===== config.mk =====
export PLATFORM = sky130hd
export DESIGN_NAME = sync_code_lane
export DESIGN_NICKNAME = d
export VERILOG_FILES = /design/src/rtl/sync_code_lane.sv
export SDC_FILE = /design/constraint.sdc
export NUM_CORES = 1
export LEC_CHECK = 0
export ABC_AREA = 1
export CAP_MARGIN = 40
export CORE_UTILIZATION = 52
export DETAILED_ROUTE_END_ITERATION = 8
export PLACE_DENSITY = 0.7
export SYNTH_ARGS = -nofsm -noshare
export SYNTH_HDL_FRONTEND = slang
export SYNTH_SLANG_ARGS = --single-unit

===== constraint.sdc =====
create_clock -name clk -period 1.8 [get_ports clk]
set_input_delay 0.36 -clock clk [delete_from_list [all_inputs] [get_ports clk]]
set_output_delay 0.36 -clock clk [all_outputs]
set_load 0.1 [all_outputs]

===== src/rtl/sync_code_lane.sv =====
module sync_code_lane #(
  parameter int          WORD_W    = 10,
  parameter int          ADDR_W    = 8,
  parameter int          DEPTH     = 4,
  parameter bit          MSB_FIRST = 1'b1,
  parameter logic [9:0]  SOF_CODE  = 10'h2AC,
  parameter logic [9:0]  SOL_CODE  = 10'h2B3,
  parameter logic [9:0]  EOL_CODE  = 10'h2D5,
  parameter logic [9:0]  IDLE_A    = 10'h1E3,
  parameter logic [9:0]  IDLE_B    = 10'h21C
) (
  input  logic              clk,
  input  logic              rst,
  input  logic              load,
  input  logic              frame_start,
  input  logic              line_start,
  input  logic              line_end,
  input  logic [ADDR_W-1:0] line_addr,
  output logic              sdo
);

  localparam logic [WORD_W-1:0] W_SOF   = WORD_W'(SOF_CODE);
  localparam logic [WORD_W-1:0] W_SOL   = WORD_W'(SOL_CODE);
  localparam logic [WORD_W-1:0] W_EOL   = WORD_W'(EOL_CODE);
  localparam logic [WORD_W-1:0] W_IDLEA = WORD_W'(IDLE_A);
  localparam logic [WORD_W-1:0] W_IDLEB = WORD_W'(IDLE_B);

  typedef enum logic [2:0] {K_SOF, K_SOL, K_ADR, K_EOL, K_IDLE} kind_t;

  logic              sof_p, sol_p, adr_p, eol_p, idle_b;
  logic [ADDR_W-1:0] addr_q;
  logic [WORD_W-1:0] dly_q [DEPTH];
  logic [WORD_W-1:0] sh_q;
  kind_t             kind;
  logic [WORD_W-1:0] word_sel;

  wire              sof_any  = sof_p | frame_start;
  wire              sol_any  = sol_p | line_start;
  wire              adr_any  = adr_p | line_start;
  wire              eol_any  = eol_p | line_end;
  wire              any_req  = sof_any | sol_any | adr_any | eol_any;
  wire [ADDR_W-1:0] addr_cur = line_start ? line_addr : addr_q;

  always_comb begin
    if (sof_any)      kind = K_SOF;
    else if (sol_any) kind = K_SOL;
    else if (adr_any) kind = K_ADR;
    else if (eol_any) kind = K_EOL;
    else              kind = K_IDLE;
  end

  always_comb begin
    case (kind)
      K_SOF:   word_sel = W_SOF;
      K_SOL:   word_sel = W_SOL;
      K_ADR:   word_sel = WORD_W'(addr_cur);
      K_EOL:   word_sel = W_EOL;
      default: word_sel = idle_b ? W_IDLEB : W_IDLEA;
    endcase
  end

  always_ff @(posedge clk) begin
    if (rst) begin
      sof_p  <= 1'b0;
      sol_p  <= 1'b0;
      adr_p  <= 1'b0;
      eol_p  <= 1'b0;
      idle_b <= 1'b0;
      addr_q <= '0;
    end else begin
      sof_p  <= sof_any & ~(load && kind == K_SOF);
      sol_p  <= sol_any & ~(load && kind == K_SOL);
      adr_p  <= adr_any & ~(load && kind == K_ADR);
      eol_p  <= eol_any & ~(load && kind == K_EOL);
      addr_q <= addr_cur;
      if (load && kind == K_IDLE) idle_b <= ~idle_b;
    end
  end

  always_ff @(posedge clk) begin
    if (rst) begin
      for (int i = 0; i < DEPTH; i++) dly_q[i] <= W_IDLEA;
    end else if (load) begin
      dly_q[0] <= word_sel;
      for (int i = 1; i < DEPTH; i++) dly_q[i] <= dly_q[i-1];
    end
  end

  generate
    if (MSB_FIRST) begin : g_msb
      always_ff @(posedge clk) begin
        if (rst)       sh_q <= W_IDLEA;
        else if (load) sh_q <= dly_q[DEPTH-1];
        else           sh_q <= {sh_q[WORD_W-2:0], 1'b0};
      end
      assign sdo = sh_q[WORD_W-1];
    end else begin : g_lsb
      always_ff @(posedge clk) begin
        if (rst)       sh_q <= W_IDLEA;
        else if (load) sh_q <= dly_q[DEPTH-1];
        else           sh_q <= {1'b0, sh_q[WORD_W-1:1]};
      end
      assign sdo = sh_q[0];
    end
  endgenerate

  AST_RESET_IDLE: assert property (@(posedge clk)
    rst |=> (dly_q[DEPTH-1] == W_IDLEA && !idle_b && !sof_p && !eol_p));
  AST_LINE_FROZEN: assert property (@(posedge clk) disable iff (rst)
    !load |=> $stable(dly_q[0]));
  AST_IDLE_A_TURN: assert property (@(posedge clk) disable iff (rst)
    (load && !any_req && !idle_b) |=> (dly_q[0] == W_IDLEA && idle_b));
  AST_IDLE_B_TURN: assert property (@(posedge clk) disable iff (rst)
    (load && !any_req && idle_b) |=> (dly_q[0] == W_IDLEB && !idle_b));
  AST_SOF_WINS: assert property (@(posedge clk) disable iff (rst)
    (load && sof_any) |=> dly_q[0] == W_SOF);
  AST_SOL_OVER_EOL: assert property (@(posedge clk) disable iff (rst)
    (load && !sof_any && sol_any && eol_any) |=> (dly_q[0] == W_SOL && eol_p));
  AST_ADDR_OWED: assert property (@(posedge clk) disable iff (rst)
    (load && !sof_any && line_start) |=> adr_p);
  AST_HOLD_EVENT: assert property (@(posedge clk) disable iff (rst)
    (!load && line_end) |=> eol_p);
  AST_LOAD_BIT: assert property (@(posedge clk) disable iff (rst)
    load |=> sdo == $past(MSB_FIRST ? dly_q[DEPTH-1][WORD_W-1] : dly_q[DEPTH-1][0]));

endmodule


Word level (Yosys, flattened, before mapping). Memory sizes are Yosys's and may differ from the RTL's. Cells that the tools add are included.

Equal/unequal tests: 4. Mux-type cells: 17. Bitwise gates (word level): 17. Reduce and logical (&&, ||, !) cells: 6.

Operators with widths (number): $mux 10 (6); $pmux 10 s4 (1); $mux 3 (4); $mux 8 (1); $or 1x1->1 (8); $eq 3x2->1 const B (2); $logic_and 1x1->1 (5); $mux 1 (5); $not 1->1 (5); $and 1x1->1 (4); $eq 3x1->1 const B (1); $eq 3x3->1 const B (1); $logic_not 3->1 (1).

Flip-flop bits (word level): 23. RAM bits: 40. Logic and storage cells: 52. Memories kept: 1.

Memory list: dly_q (words 4, width 10, read ports 4, clocked after Yosys merged registers in 0, wr ports 4, line 32) `logic [WORD_W-1:0] dly_q [DEPTH];`.

Logic depth before layout (Yosys ltp). Gate-level depths: netlist of the first run.

Depth in word-level cells: 9. Mapped depth: 7.

Least setup slack after synthesis of the first run. OpenSTA, ideal clock, no wires.

Path type: in2reg. Start point: input port rst. End point: memory dly_q[0][0], enable pin. Arrival: 1.478 ns. Data required time: 1.401 ns. Setup slack: -0.077 ns. Stages: 3. Path buffers: 1. Path through: buf_2 > nor2_2 > inv_1.

RTL lines: start: declaration (line 13) `input logic rst,`; end: declaration (line 32).

==> results.toml, run 1 <==
[run_status]
status = "completed"

[place]
placed_cell_area_sq_mm = 0.00276
port_buffers = 14
place_inst = 293
dp_hpwl_mm = 2.63
place.gp.congestion = 0.989

[floorplan]
initial_core_util_pct = 55.2
die_y_um = 70.7
io_pins = 15
dieWidth_um = 70.7
rows = 24
core-area_sq_mm = 0.00444
die_area_sq_mm = 0.00500

[worst_setup_path]
cp.required_ns = 1.89
cp-start-kind = "input pin"
crit_slowest_cell = "clkdlybuf4s50_1"
cpPeakStageDelay_ns = 0.39
cp_common_cell = "nand2_2"
worstSetupEndpointType = "register"
worst-setup-path-type = "in2reg"
crit_fanout = 13
crit_arrival_ns = 1.58
crit_chain = "clkdlybuf4s50_1 > buf_4 > nor2_2 > nand2_2 > nor2_4 > nand2_2 > nand2_4 > nor2_1"

[logic_synthesis]
ys_types = 25
syn_nets = 232
avgSynthCellArea_sq_um = 11.3
synth_warnings = 0
ys_seq_area_share_pct = 67.7
netlist_area_sq_mm = 0.00245
syn-instance-count = 218
ys_seq_elements = 63

[sta]
finalSetupViolCount = 0
hold_violations = 0
period_needed_ns = 1.50
finalCritPeriodShare_pct = 83.3
rsz0062_at_grt = "false"
tightest_slew_ns = 0.256
drv_slew = 0
tns_ns = 0
finClkSkew_ns = 0.00634
slew_headroom_pct = 82.9
fmax_ghz = 0.667

[clock_tree]
clkTransAtPathRegs_ns = 0.07
postCtsSetupBuffers = 0
clockBufferDepth = 2
clk_latency_ns = 0.33
hold_buffers = 0
post_cts_resized = 0
h-tree-depth = 3
numCtsBuffers = 9
cts_tree = "yes"
root_buffer = "clkbuf_8"
clock_sinks = 63

[global_routing]
antenna_found_initial = 0
grt_util_all_layers_pct = 18.9
grt_pass1_wl_mm = 6.84
grt_pass1_vias = 1522
grt_max_degree = 29
grt_overflow = 0

[power_and_ir_drop]
power_mw = 3.03
powerDensity_mw_per_mm2 = 1020
leakagePower_nw = 1.12
ir_drop_mv = 0.679

[detailed_routing]
drc = 0
drt_wl_total_mm = 3.95
drt_iter0_markers = 99
routedWlPerCell_um = 12.8
antenna_left = 0
viasPerCell = 4.91
dr_total_vias = 1518
drt_pass1_iterations = 4

[job]
max_cap_violations = 0

[final_layout]
drive_gt1_share_pct = 24.9
syn2layout_area_growth_pct = 20.5
finish.instance_area_sq_mm = 0.00296
final_cells = 309
fin_nets = 266
fillers = 340
antennaDiodeCount = 0

[worst_hold_path]
hold_class = "reg2reg"
==> cell usage in the layout (no fill, tap or decap) <==
cell,instances
edfxtp_1,40
nor2_1,34
inv_1,27
nand2_1,23
dfxtp_1,23
or2_2,19
clkdlybuf4s50_1,13
buf_4,13
clkbuf_8,11
a21oi_1,8
o22a_1,5
nand3_1,5
a22o_1,4
nor2_2,3
nand2_4,3
nor2_4,3
o21ai_0,3
clkinvlp_4,2
nand2_2,2
o21ai_2,2
a211oi_1,2
nand4_1,2
clkbuf_1,2
buf_12,2
inv_2,1
or2_1,1
o211ai_1,1
inv_4,1
clkinv_2,1
clkbuf_16,1
==> area by class of cell <==
cell class / count / area (sq um) / share of cell area [%]
flip-flops and latches: 63 / 1660 / 56.2
clock buffers: 14 / 184 / 6.22
multi-input cells: 120 / 649 / 21.9
repair buffers: 28 / 268 / 9.05
inverters: 30 / 119 / 4.02
clock inverters: 2 / 12.5 / 0.423
well taps: 52 / 65.1 / 2.20
==> worst max-delay path, delay by kind of cell <==
| kind | cells | cell delay (ns) |
|---|---|---|
| simple gates | 6 | 0.66 |
| buf+inv | 2 | 0.57 |
==> where the power goes <==
group	switching (mW)	total (mW)	leakage, nW	internal, mW
Combinational	0.139	0.242	0.468	0.103
Clock	0.510	1.17	0.0978	0.658
Sequential	0.0224	1.62	0.554	1.60
==> synth_stat cells <==
cell type   n  area [sq um]
inv_4       1          6.26
nand3_1     5          25.0
o21ai_2     2          17.5
or2_1       1          6.26
o211ai_1    1          7.51
a211oi_1    2          15.0
inv_1      28           105
buf_2       2          10.0
o22a_1      5          43.8
nor2_2      3          18.8
a21oi_1     8          40.0
or2_2      19           119
nand2_2     2          12.5
nor2_4      3          33.8
inv_2       1          3.75
a22o_1      4          35.0
nor2_1     34           128
nand4_1     2          12.5
nand2_1    23          86.3
clkbuf_1    2          7.51
nand2_4     3          33.8
edfxtp_1   40          1200
dfxtp_1    23           460
buf_6       1          11.3
o21ai_0     3          15.0
==> final timing paths <==
path,startpoint,to,slack [ns],cells past startpoint
worst max-delay path,line_start,dly_q[0][2],0.30,8
worst min-delay path,sh_q[7],sh_q[8],0.46,1
worst max register to register,adr_p,dly_q[0][2],0.53,6
worst min register to register,sh_q[7],sh_q[8],0.46,1
==> registers in the layout, indices dropped and copies added, names as in the netlist <==
name,cells
dly_q,40
sh_q,10
eol_p,1
sol_p,1
idle_b,1
addr_q,8
adr_p,1
sof_p,1
==> through the flow <==
stage | hold WS, ns | worst slack, ns | util, %
after floorplan | 0.411 | 0.0119 | -
after global placement | 0.436 | 0.00143 | 62.2
after detailed placement | 0.446 | -0.0267 | 62.2
after CTS | 0.463 | 0.321 | 66.6
after global routing | 0.480 | 0.262 | 66.6
final | 0.456 | 0.301 | 66.6
==> logic make-up after synthesis <==
group,count (synthesis),share of synthesized area [%]
AOI/OAI and AO/OA,25,7.08
buffers and inverters,35,5.86
DFF,63,67.7
and+or+nand+nor,95,19.4
==> per-layer routing <==
layer	wire length (um)	vias up	GRT usage, %
met1	1720	691	22.5
li1	-	786	-
met3	216	0	7.69
met2	2010	41	30.0
met5	0	-	0
met4	0	0	8.89
Note: power is estimated with default switching activity, not from simulation.
==> run 2: changes to the inputs <==
--- a/config.mk
+++ b/config.mk
@@ -7,9 +7,9 @@
 export LEC_CHECK = 0
 export ABC_AREA = 1
 export CAP_MARGIN = 40
-export CORE_UTILIZATION = 52
+export CORE_UTILIZATION = 58
 export DETAILED_ROUTE_END_ITERATION = 8
-export PLACE_DENSITY = 0.7
+export PLACE_DENSITY = 0.74
 export SYNTH_ARGS = -nofsm -noshare
 export SYNTH_HDL_FRONTEND = slang
 export SYNTH_SLANG_ARGS = --single-unit
==> constraint.sdc (replaced) <==
create_clock -name clk -period 1.4 [get_ports clk]
set_input_delay 0.28 -clock clk [delete_from_list [all_inputs] [get_ports clk]]
set_output_delay 0.28 -clock clk [all_outputs]
set_load 0.1 [all_outputs]
==> results.toml, run 2 (synthesis results as in run 1) <==
[run_status]
status = "completed"

[sta]
period_needed_ns = 1.37
whs_ns = 0.455
rsz0062_at_grt = "true"
finalCritPeriodShare_pct = 98.0
slew_headroom_pct = 80.2
finalSetupViolCount = 0
drv_slew = 0
fmax_ghz = 0.729
finClkSkew_ns = 0.00851
tns_ns = 0
hold_violations = 0
tightest_slew_ns = 0.297

[detailed_routing]
dr_total_vias = 1632
drt_iter0_markers = 70
drc = 0
viasPerCell = 5.02
routedWlPerCell_um = 12.6
drt_pass1_iterations = 4
antenna_left = 0
drt_wl_total_mm = 4.10

[clock_tree]
h-tree-depth = 3
clockBufferDepth = 2
postCtsSetupBuffers = 0
root_buffer = "clkbuf_8"
numCtsBuffers = 9
cts_tree = "yes"
clkTransAtPathRegs_ns = 0.06
clk_latency_ns = 0.34
clock_sinks = 63
hold_buffers = 0
post_cts_resized = 0

[final_layout]
final_common_cell = "edfxtp_1"
layout_common_cells = "edfxtp_1, nor2_1, buf_4"
syn2layout_area_growth_pct = 25.0
fillers = 270
fin_nets = 284
largest_register = "dly_q"
multi_input_area_sq_um = 659
antennaDiodeCount = 0
largestRegisters = "dly_q: 40 flops, sh_q: 10 flops, addr_q: 8 flops"
finish.instance_area_sq_mm = 0.00307
final_cells = 325
drive_gt1_share_pct = 28.4
register_area_sq_mm = 0.00166
largest_reg_flops = 40

[place]
placed_cell_area_sq_mm = 0.00291
dp_hpwl_mm = 2.97
place_inst = 309
place.gp.congestion = 0.957
port_buffers = 14

[worst_hold_path]
worstHoldStart = "sh_q[0]"
holdPathEnd = "sh_q[1]"
hold_depth = 1
hold_class = "reg2reg"

[worst_setup_path]
reg2reg_from = "sol_p"
reg2reg_depth = 7
crit_arrival_ns = 1.46
cp-startpoint = "load"
r2r_slack_ns = 0.25
cp.required_ns = 1.48
cp-start-kind = "input pin"
cpPeakStageDelay_ns = 0.64
worst-setup-path-type = "in2reg"
worstSetupEndpointType = "register"
crit_fanout = 21
crit_slowest_cell = "clkdlybuf4s50_1"
crit_chain = "clkdlybuf4s50_1 > nand2_4 > buf_12 > or2_2"
r2r-end = "idle_b"

[job]
max_cap_violations = 0

[floorplan]
rows = 23
core-area_sq_mm = 0.00403
die_y_um = 67.1
io_pins = 15
die_area_sq_mm = 0.00450
initial_core_util_pct = 60.9
dieWidth_um = 67.1

[power_and_ir_drop]
powerDensity_mw_per_mm2 = 1210
leakagePower_nw = 1.19
ir_drop_mv = 0.983

[global_routing]
grt_pass1_wl_mm = 6.76
grt_pass1_vias = 1605
grt_overflow = 0
antenna_found_initial = 0
grt_max_degree = 22
grt_util_all_layers_pct = 22.1
## run 2: changes by cell type in the layout (fill, tap and decap cells not counted), sizes merged
cell | previous run | this run
clkinvlp | 2 | 1
clkinv | 1 | 2
buf | 15 | 33
## run 2: per-layer routing
layer  GRT usage [%]  part of all wire, %  wire (um)  up-vias
met3            9.42                  4.1        168       10
met2            37.4                   52       2140       33
met4            11.7                  2.5        102        0
met5               0                    0          0        -
met1            22.8                   41       1690      771
li1                -                    -          -      818
## run 2: worst max path at each step
stage / endpoint / slack, ns / cells past startpoint
3_3_place_gp: dly_q[0][2] / -0.30 / 8
4_1_cts: dly_q[0][3] / 0.02 / 8
6_report: dly_q[1][5] / 0.03 / 4
3_5_place_dp: dly_q[0][3] / -0.35 / 8
2_1_floorplan: sh_q[1] / -0.20 / 4
5_1_grt: dly_q[0][7] / -0.009 / 7
## run 2: final cells by class
| cell class | count | area share [%] |
|---|---|---|
| Clock inverter | 2 | 0.285 |
| Sequential cell | 63 | 54.1 |
| Timing Repair Buffer | 46 | 13.5 |
| Inverter | 30 | 3.87 |
| Multi-Input combinational cell | 120 | 21.5 |
| Tap cell | 50 | 2.04 |
| Clock buffer | 14 | 4.65 |
## run 2: critical path, delay by kind of cell
kind / cells / cell delay [ns]
buf+inv: 2 / 0.80
simple gates: 2 / 0.38
## run 2: per-stage QoR
stage	power [mW]	setup slack [ns]	utilization, %
2_1_floorplan	2.31	-0.197	-
3_3_place_gp	2.48	-0.299	72.3
3_5_place_dp	2.49	-0.346	72.3
4_1_cts	3.74	0.0209	76.1
5_1_grt	3.86	-0.00938	76.2
6_report	3.71	0.0277	76.2
## run 2: power by group
part	switching [mW]	internal (mW)	total (mW)
clock	0.622	0.637	1.26
sequential	0.0277	2.06	2.08
combinational	0.191	0.176	0.367
==> run 3: changes to the inputs <==
--- a/config.mk
+++ b/config.mk
@@ -7,9 +7,11 @@
 export LEC_CHECK = 0
 export ABC_AREA = 1
 export CAP_MARGIN = 40
-export CORE_UTILIZATION = 58
+export CORE_UTILIZATION = 60
+export CTS_BUF_LIST = sky130_fd_sc_hd__clkbuf_8
 export DETAILED_ROUTE_END_ITERATION = 8
-export PLACE_DENSITY = 0.74
+export PLACE_DENSITY = 0.76
 export SYNTH_ARGS = -nofsm -noshare
 export SYNTH_HDL_FRONTEND = slang
 export SYNTH_SLANG_ARGS = --single-unit
+export TNS_END_PERCENT = 10
==> constraint.sdc (replaced) <==
create_clock -name clk -period 1.6 [get_ports clk]
set_input_delay 0.32 -clock clk [delete_from_list [all_inputs] [get_ports clk]]
set_output_delay 0.32 -clock clk [all_outputs]
set_load 0.1 [all_outputs]
==> results.toml, run 3 (synthesis results as in run 1) <==
[worst_setup_path]
crit_fanout = 6
worst-setup-path-type = "in2reg"
worstSetupEndpointType = "register"
cpPeakStageDelay_ns = 0.41
cp-start-kind = "input pin"
reg2reg_depth = 6
cp.buffers_inverters = 2
crit_chain = "clkdlybuf4s50_1 > buf_4 > nor2_2 > nand2_2 > nor2_4 > nand2_2 > nand2_4 > nor2_1"
crit_slowest_cell = "clkdlybuf4s50_1"
cp_common_cell = "nand2_2"
cp.required_ns = 1.69
crit_arrival_ns = 1.57
path_depth = 8
crit_family = "simple AND/OR/NAND/NOR gates"

[clock_tree]
root_buffer = "clkbuf_8"
post_cts_resized = 0
clock_sinks = 63
h-tree-depth = 3
clkTransAtPathRegs_ns = 0.06
clockBufferDepth = 2
numCtsBuffers = 9
clk_latency_ns = 0.34
hold_buffers = 0
postCtsSetupBuffers = 0
cts_tree = "yes"

[global_routing]
antenna_found_initial = 0
grt_pass1_vias = 1616
grt_util_all_layers_pct = 23.4
grt_overflow = 0
grt_pass1_wl_mm = 7.05
grt_max_degree = 38

[sta]
tns_ns = 0
slew_headroom_pct = 81.1
finalSetupViolCount = 0
finalCritPeriodShare_pct = 92.9
tightest_slew_ns = 0.282
drv_slew = 0
finClkSkew_ns = 0.00290
rsz0062_at_grt = "false"
period_needed_ns = 1.49
fmax_ghz = 0.673
hold_violations = 0

[place]
place_inst = 298
dp_hpwl_mm = 2.94
place.gp.congestion = 1.05
port_buffers = 14

[final_layout]
largest_register = "dly_q"
final_cells = 314
drive_gt1_share_pct = 27.8
largestRegisters = "dly_q: 40 flops, sh_q: 10 flops, addr_q: 8 flops"
largest_reg_flops = 40
syn2layout_area_growth_pct = 24.3
layout_common_cells = "edfxtp_1, nor2_1, inv_1"
final_common_cell = "edfxtp_1"
antennaDiodeCount = 0
fin_nets = 275

[worst_hold_path]
hold_depth = 1
hold_class = "reg2reg"

[power_and_ir_drop]
ir_drop_mv = 0.771
leakagePower_nw = 1.18
powerDensity_mw_per_mm2 = 1160

[detailed_routing]
antenna_left = 0
viasPerCell = 5.18
drt_iter0_markers = 91
drt_wl_total_mm = 4.26
dr_total_vias = 1625
drc = 0
routedWlPerCell_um = 13.6
drt_pass1_iterations = 4

[floorplan]
die_y_um = 66.0
dieWidth_um = 66.0
core-area_sq_mm = 0.00380
io_pins = 15
initial_core_util_pct = 64.6
die_area_sq_mm = 0.00435
rows = 22

[run_status]
status = "completed"

[job]
max_cap_violations = 0
run 3: metal layers:
layer	track usage, %	up-vias	part of all wire, %
met2	40.1	47	53
met3	8.79	14	5.2
met5	0	-	0
met4	12.0	0	2.2
li1	-	802	-
met1	25.1	762	40
run 3: through the flow:
step / hold WS, ns / util (%) / power, mW / cell area [sq um] / worst slack, ns
after floorplan: 0.411 / - / 2.02 / 2480 / -0.0368
after global placement: 0.433 / 74.8 / 2.14 / 2840 / -0.134
after detailed placement: 0.445 / 74.8 / 2.16 / 2840 / -0.198
after CTS: 0.462 / 80.3 / 3.55 / 3050 / 0.137
after global routing: 0.469 / 80.3 / 3.65 / 3050 / 0.0626
final: 0.458 / 80.3 / 3.53 / 3050 / 0.114
run 3: worst reg2reg max path, cell delays in order, from the launching register on:
cell     delay (ns)
dfxtp_1        0.37
nor2_2         0.20
nand2_2        0.12
nor2_4         0.12
nand2_2        0.07
nand2_4        0.10
nor2_1         0.06
run 3: path summary, 6_finish.rpt:
path / start / end / slack [ns]
min reg2reg: sh_q[6] / sh_q[7] / 0.46
min: sh_q[6] / sh_q[7] / 0.46
max reg2reg: adr_p / dly_q[0][9] / 0.31
max: line_start / dly_q[0][9] / 0.11
run 3: power by group:
part | internal, mW | leakage [nW] | switching, mW
clock | 0.836 | 0.114 | 0.572
combinational | 0.136 | 0.516 | 0.166
sequential | 1.80 | 0.554 | 0.0259
run 3: layout make-up:
class                      instances  area [sq um]
clock buffer                      12           165
clock inverter                     4          43.8
fill                             217           747
inverter                          30           119
multi-input combinational        120           654
sequential                        63          1660
tap                               48          60.1
timing repair buffer              37           348
